File: src/rtl/sio_pkg.sv
`timescale 1ns/1ps
package sio_pkg;

    typedef enum logic [1:0] {
        ST_IDLE,
        ST_LEAD,
        ST_CLK_LO,
        ST_CLK_HI
    } sio_state_e;

    typedef enum logic {
        DIR_TX,
        DIR_RX
    } sio_dir_e;

    function automatic int unsigned sio_max(input int unsigned a, input int unsigned b);
        return (a > b) ? a : b;
    endfunction

endpackage

File: src/rtl/sio_ctrl.sv
`timescale 1ns/1ps
module sio_ctrl
    import sio_pkg::*;
#(
    parameter int NBITS    = 8,
    parameter int TX_LEAD  = 15,
    parameter int RX_LEAD  = 18,
    parameter int HALF_PER = 6,
    parameter int TX_SETUP = 3
) (
    input  logic clk,
    input  logic rst_n,
    input  logic osc_tick,
    input  logic buf_wr,
    input  logic rx_flag_clr,
    input  logic rx_enable,
    output logic sclk,
    output logic busy,
    output logic tx_active,
    output logic load_tx,
    output logic drive_bit,
    output logic sample_bit,
    output logic done_tx,
    output logic done_rx
);

    localparam int CNT_MAX = sio_max(sio_max(TX_LEAD, RX_LEAD), HALF_PER);
    localparam int CW      = $clog2(CNT_MAX + 1);
    localparam int BW      = (NBITS > 1) ? $clog2(NBITS) : 1;

    sio_state_e      state, state_d;
    sio_dir_e        dir, dir_d;
    logic [CW-1:0]   cnt, cnt_d, cnt_nx, lead_target;
    logic [BW-1:0]   bitn, bit_d;
    logic            sclk_d;
    logic            start_tx, start_rx;
    logic            lead_hit, half_hit, setup_hit, last_bit;

    // Event decode and tick comparisons shared by both processes
    always_comb begin
        cnt_nx      = cnt + 1'b1;
        lead_target = (dir == DIR_TX) ? CW'(TX_LEAD) : CW'(RX_LEAD);
        lead_hit    = osc_tick && (cnt_nx == lead_target);
        half_hit    = osc_tick && (cnt_nx == CW'(HALF_PER));
        setup_hit   = osc_tick && (cnt_nx == CW'(TX_SETUP));
        last_bit    = (bitn == BW'(NBITS - 1));
        start_tx    = (state == ST_IDLE) && buf_wr;
        start_rx    = (state == ST_IDLE) && !buf_wr && rx_flag_clr && rx_enable;
    end

    // Next-state logic
    always_comb begin
        state_d = state;
        dir_d   = dir;
        cnt_d   = cnt;
        bit_d   = bitn;
        sclk_d  = sclk;
        unique case (state)
            ST_IDLE: begin
                if (start_tx || start_rx) begin
                    state_d = ST_LEAD;
                    dir_d   = start_tx ? DIR_TX : DIR_RX;
                    cnt_d   = '0;
                    bit_d   = '0;
                end
            end
            ST_LEAD: begin
                if (lead_hit) begin
                    state_d = ST_CLK_LO;
                    sclk_d  = 1'b0;
                    cnt_d   = '0;
                end else if (osc_tick) begin
                    cnt_d = cnt_nx;
                end
            end
            ST_CLK_LO: begin
                if (half_hit) begin
                    sclk_d = 1'b1;
                    cnt_d  = '0;
                    if (last_bit) begin
                        state_d = ST_IDLE;
                    end else begin
                        state_d = ST_CLK_HI;
                        bit_d   = bitn + 1'b1;
                    end
                end else if (osc_tick) begin
                    cnt_d = cnt_nx;
                end
            end
            ST_CLK_HI: begin
                if (half_hit) begin
                    state_d = ST_CLK_LO;
                    sclk_d  = 1'b0;
                    cnt_d   = '0;
                end else if (osc_tick) begin
                    cnt_d = cnt_nx;
                end
            end
            default: state_d = ST_IDLE;
        endcase
    end

    // State register
    always_ff @(posedge clk or negedge rst_n) begin
        if (!rst_n) begin
            state <= ST_IDLE;
            dir   <= DIR_TX;
            cnt   <= '0;
            bitn  <= '0;
            sclk  <= 1'b1;
        end else begin
            state <= state_d;
            dir   <= dir_d;
            cnt   <= cnt_d;
            bitn  <= bit_d;
            sclk  <= sclk_d;
        end
    end

    // Output strobes
    always_comb begin
        busy       = (state != ST_IDLE);
        tx_active  = busy && (dir == DIR_TX);
        load_tx    = start_tx;
        drive_bit  = (state == ST_CLK_LO) && (dir == DIR_TX) && setup_hit;
        sample_bit = (state == ST_CLK_LO) && (dir == DIR_RX) && half_hit;
        done_tx    = (state == ST_CLK_LO) && (dir == DIR_TX) && half_hit && last_bit;
        done_rx    = (state == ST_CLK_LO) && (dir == DIR_RX) && half_hit && last_bit;
    end

endmodule

File: src/rtl/sio_shifter.sv
`timescale 1ns/1ps
module sio_shifter #(
    parameter int NBITS = 8
) (
    input  logic             clk,
    input  logic             rst_n,
    input  logic             load,
    input  logic [NBITS-1:0] load_data,
    input  logic             drive_bit,
    input  logic             sample_bit,
    input  logic             sdata_i,
    output logic             sdata_o,
    output logic [NBITS-1:0] capture
);

    logic [NBITS-1:0] shreg;

    // Byte as it stands once the current input sample is taken
    assign capture = {sdata_i, shreg[NBITS-1:1]};

    always_ff @(posedge clk or negedge rst_n) begin
        if (!rst_n) begin
            shreg   <= '0;
            sdata_o <= 1'b1;
        end else if (load) begin
            shreg   <= load_data;
            sdata_o <= 1'b1;
        end else if (drive_bit) begin
            sdata_o <= shreg[0];
            shreg   <= {1'b0, shreg[NBITS-1:1]};
        end else if (sample_bit) begin
            shreg   <= capture;
        end
    end

endmodule

File: src/rtl/sio_flags.sv
`timescale 1ns/1ps
module sio_flags #(
    parameter int NBITS = 8
) (
    input  logic             clk,
    input  logic             rst_n,
    input  logic             done_tx,
    input  logic             done_rx,
    input  logic             tx_flag_clr,
    input  logic             rx_flag_clr,
    input  logic [NBITS-1:0] capture,
    output logic             tx_flag,
    output logic             rx_flag,
    output logic [NBITS-1:0] rx_buf
);

    always_ff @(posedge clk or negedge rst_n) begin
        if (!rst_n) begin
            tx_flag <= 1'b0;
            rx_flag <= 1'b0;
            rx_buf  <= '0;
        end else begin
            if (done_tx) begin
                tx_flag <= 1'b1;
            end else if (tx_flag_clr) begin
                tx_flag <= 1'b0;
            end
            if (done_rx) begin
                rx_flag <= 1'b1;
                rx_buf  <= capture;
            end else if (rx_flag_clr) begin
                rx_flag <= 1'b0;
            end
        end
    end

endmodule

File: src/rtl/sio_expander.sv
`timescale 1ns/1ps
module sio_expander #(
    parameter int NBITS    = 8,
    parameter int TX_LEAD  = 15,
    parameter int RX_LEAD  = 18,
    parameter int HALF_PER = 6,
    parameter int TX_SETUP = 3
) (
    input  logic             clk,
    input  logic             rst_n,
    input  logic             osc_tick,
    input  logic             buf_wr,
    input  logic [NBITS-1:0] buf_wdata,
    output logic [NBITS-1:0] buf_rdata,
    input  logic             tx_flag_clr,
    input  logic             rx_flag_clr,
    input  logic             rx_enable,
    output logic             tx_flag,
    output logic             rx_flag,
    output logic             sclk_o,
    output logic             sdata_o,
    output logic             sdata_oe,
    input  logic             sdata_i
);

    logic             busy, tx_active, load_tx, drive_bit, sample_bit;
    logic             done_tx, done_rx;
    logic [NBITS-1:0] capture;

    sio_ctrl #(
        .NBITS    (NBITS),
        .TX_LEAD  (TX_LEAD),
        .RX_LEAD  (RX_LEAD),
        .HALF_PER (HALF_PER),
        .TX_SETUP (TX_SETUP)
    ) u_ctrl (
        .clk         (clk),
        .rst_n       (rst_n),
        .osc_tick    (osc_tick),
        .buf_wr      (buf_wr),
        .rx_flag_clr (rx_flag_clr),
        .rx_enable   (rx_enable),
        .sclk        (sclk_o),
        .busy        (busy),
        .tx_active   (tx_active),
        .load_tx     (load_tx),
        .drive_bit   (drive_bit),
        .sample_bit  (sample_bit),
        .done_tx     (done_tx),
        .done_rx     (done_rx)
    );

    sio_shifter #(.NBITS(NBITS)) u_shift (
        .clk        (clk),
        .rst_n      (rst_n),
        .load       (load_tx),
        .load_data  (buf_wdata),
        .drive_bit  (drive_bit),
        .sample_bit (sample_bit),
        .sdata_i    (sdata_i),
        .sdata_o    (sdata_o),
        .capture    (capture)
    );

    sio_flags #(.NBITS(NBITS)) u_flags (
        .clk         (clk),
        .rst_n       (rst_n),
        .done_tx     (done_tx),
        .done_rx     (done_rx),
        .tx_flag_clr (tx_flag_clr),
        .rx_flag_clr (rx_flag_clr),
        .capture     (capture),
        .tx_flag     (tx_flag),
        .rx_flag     (rx_flag),
        .rx_buf      (buf_rdata)
    );

    assign sdata_oe = tx_active;

endmodule

File: config.mk
export PLATFORM = sky130hd
export DESIGN_NAME = sio_expander
export DESIGN_NICKNAME = d
export VERILOG_FILES = /design/src/rtl/sio_pkg.sv /design/src/rtl/sio_ctrl.sv /design/src/rtl/sio_shifter.sv /design/src/rtl/sio_flags.sv /design/src/rtl/sio_expander.sv
export SDC_FILE = /design/constraint.sdc
export NUM_CORES = 1
export LEC_CHECK = 0
export ABC_CLOCK_PERIOD_IN_PS = 2800
export BUFFER_PORTS_ARGS = -buffer_cell sky130_fd_sc_hd__clkbuf_2
export CAP_MARGIN = 0
export CORE_MARGIN = 4
export CORE_UTILIZATION = 45
export CTS_CLUSTER_DIAMETER = 60
export CTS_CLUSTER_SIZE = 12
export DETAILED_ROUTE_END_ITERATION = 6
export GPL_ROUTABILITY_DRIVEN = 0
export PLACE_DENSITY = 0.7
export RECOVER_POWER = 50
export SYNTH_ARGS = -nofsm -noshare
export SYNTH_HDL_FRONTEND = slang
export SYNTH_SLANG_ARGS = --single-unit
File: constraint.sdc
create_clock -name clk -period 2.8 [get_ports clk]
set_clock_uncertainty 0.2 [all_clocks]
set_input_delay 0.28 -clock clk [delete_from_list [all_inputs] [get_ports clk]]
set_output_delay 0.28 -clock clk [all_outputs]
set_load 0.005 [all_outputs]
==> metrics.txt <==
status complete, but fails checks; failing checks max-capacitance violations, max-slew violations; RSZ-0062 raised after global routing false; Tcrit/Tclk final 91.5%; Yosys reg bits 31; static leakage 0.000979 uW; Worst-Margin Slew 1610 ps; Post-DRT Antenna Nets 0; worst hold path class primary input to flip-flop; via/cell ratio 5.59; crit path DAT 2520 ps; synth warn 0; initial core utilization 46.8%; CTS Buf Count 5; die area 0.00490 mm2; htree depth 2; Async S/R FF share, synth 100%; mux share of post-synthesis cell area 11.0%; IO Count 29; met2 GRT Util 25.7%; Distinct cells, synth 45; die width 70.0 um; Critical Path RT 2760 ps; Core Box Area 0.00369 mm2; vias 1381; Synth Flop Type dfrtp_1; Max Freq 391 MHz; Mapped Avg Cell Area 10.3 um2; CP Capture Type flip-flop; fin util 54.3%; Post-CTS Setup Inserts 0; GRT Total Usage 16.3%; slew margin rel. -7.26%; met3 Resource Use GR 4.75%; startpoint types flip-flop; worst skew pair latency 280 ps; pwr dens 888 mW/mm2; Mapped Area 0.00173 mm2; max-slew violation count 32; DRT Pass-1 Iters 4; Max Cap Viol 1; Die Ht 70.0 um; # rows 22; Seq/Total Area, Yosys 45.0%; CTS Root Cell clkbuf_8; Layout area overhead 16.0%; grt total ovfl 0; most frequent cells in the layout dfrtp_1, clkbuf_2, nand2_1, nor2_1, a21oi_1; clock sinks 31; Nets 219; DP HPWL 2.69 mm; worst vdd ir 0.000508 V; final WL 3.57 mm; Setup Total Neg Slack 0 ps; Compound-Gate Fraction of Synth Area 14.9%; global route hottest layer met2; largest net degree at the start of global routing 32; Reg clk slew, reported paths 60 ps; Synth Area in Simple Gates 17.5%; Adder-Cell Fraction of Synth Area 3.62%; DRT iter0 DRCs 70; final setup fails 0; cells after synthesis 168; CTS tree done; global routing met1 resource utilization 21.3%; syn_nets 189; layout cells sized above 1 24.1%; antenna violations before repair 0; first-pass GRT wire length 6.54 mm; Setup Crit Path Kind flip-flop to flip-flop; setup slack after layout 239 ps; port bufs 28; cts hold-fix bufs 2; crit path time final 2560 ps; EDFF count, synth 0; largest family of logic cells by synthesized area simple AND/OR/NAND/NOR gates; Bufs on Longest Clock Path 2; CTS resizes 0; wire per inst 14.5 um; most common cell after layout, fill and taps aside dfrtp_1; dpl ws 264 ps; vias in the first global route 1458; CP max FO 9; DRC violations left 0; xor and xnor area share after synthesis 2.46%; number of diodes 0; final hold vios 0
## through the flow
step / total power [uW] / hold slack, ps / cells / area [um2]
after CTS: 1800 / 21.6 / 247 / 2020
after detailed placement: 1340 / 194 / 237 / 1880
after global routing: 1930 / 22.4 / 247 / 2000
after floorplan: 1210 / -216 / 168 / 1730
final: 1780 / 29.3 / 247 / 2000
after global placement: 1310 / 179 / 237 / 1880
## registers in the layout, indices dropped and copies added, names as in the netlist
register and cells:
u_ctrl.cnt 5, u_ctrl.dir 1, u_shift.sdata_o 1, u_flags.tx_flag 1, u_ctrl.bitn 3, u_shift.shreg 8
u_ctrl.sclk 1, u_flags.rx_buf 8, u_flags.rx_flag 1, u_ctrl.state 2
## cell families (layout without fill, tap and decap cells)
| group | after synthesis | in the layout |
|---|---|---|
| muxes | 18 | 18 |
| and+or+nand+nor | 55 | 55 |
| adders and majority gates | 5 | 5 |
| buffers and inverters | 16 | 47 |
| DFF | 31 | 31 |
| xor gates and xnor gates | 4 | 4 |
| AOI/OAI and AO/OA | 39 | 39 |
## critical path: stages, from the launching register on
cell,delay [ps]
dfrtp_1,380
ha_1,330
and3b_1,280
a31oi_1,120
nor3_2,450
nand3_2,310
mux2_2,360
## synth_stat cells, types with 2 or more instances
| cell | count | area [um2] |
|---|---|---|
| nand3_1 | 4 | 20.0 |
| buf_6 | 4 | 45.0 |
| a21oi_1 | 12 | 60.1 |
| mux2i_1 | 10 | 100 |
| inv_1 | 6 | 22.5 |
| xor2_1 | 2 | 17.5 |
| nand2b_1 | 3 | 18.8 |
| nand2_1 | 17 | 63.8 |
| nor2b_1 | 3 | 18.8 |
| dfrtp_1 | 29 | 726 |
| buf_2 | 2 | 10.0 |
| dfstp_2 | 2 | 52.6 |
| and2_1 | 2 | 12.5 |
| nand4_1 | 2 | 12.5 |
| a22o_1 | 2 | 17.5 |
| o21ai_0 | 9 | 45.0 |
| a31oi_1 | 6 | 37.5 |
| nor2_1 | 12 | 45.0 |
| clkbuf_1 | 3 | 11.3 |
| nand3b_1 | 2 | 15.0 |
| ha_1 | 5 | 62.6 |
| mux2_2 | 8 | 90.1 |
## report_power, final
group	switching, uW	total [uW]	internal (uW)
Clock	165	453	288
Sequential	169	750	581
Combinational	300	576	276
Total	635	1780	1140
## cell type report
| class | instances | area (um2) |
|---|---|---|
| fill | 350 | 1680 |
| multi-input combinational | 121 | 856 |
| sequential | 31 | 778 |
| timing repair buffer | 33 | 170 |
| clock buffer | 6 | 82.6 |
| tap | 48 | 60.1 |
| clock inverter | 2 | 35.0 |
| inverter | 6 | 22.5 |
## path summary, 6_finish.rpt
kind	startpoint	end	slack (ps)	cells past startpoint
worst max-delay path	u_ctrl.cnt[0]	u_flags.rx_buf[4]	240	6
worst min-delay path	buf_wr	u_ctrl.dir	30	2
worst max register to register	u_ctrl.cnt[0]	u_flags.rx_buf[4]	240	6
worst min register to register	u_shift.shreg[0]	u_shift.sdata_o	300	2
max in group asynchronous	rst_n	u_ctrl.cnt[2]	710	2
min in group asynchronous	rst_n	u_ctrl.cnt[3]	750	2
## layer usage
metal  vias up  part of all wire, %
met3         6                  5.7
met4         0                  1.2
met2        42                   49
met1       677                   44
met5         -                    0
li1        656                    -
Note: power is estimated with default switching activity, not from simulation.
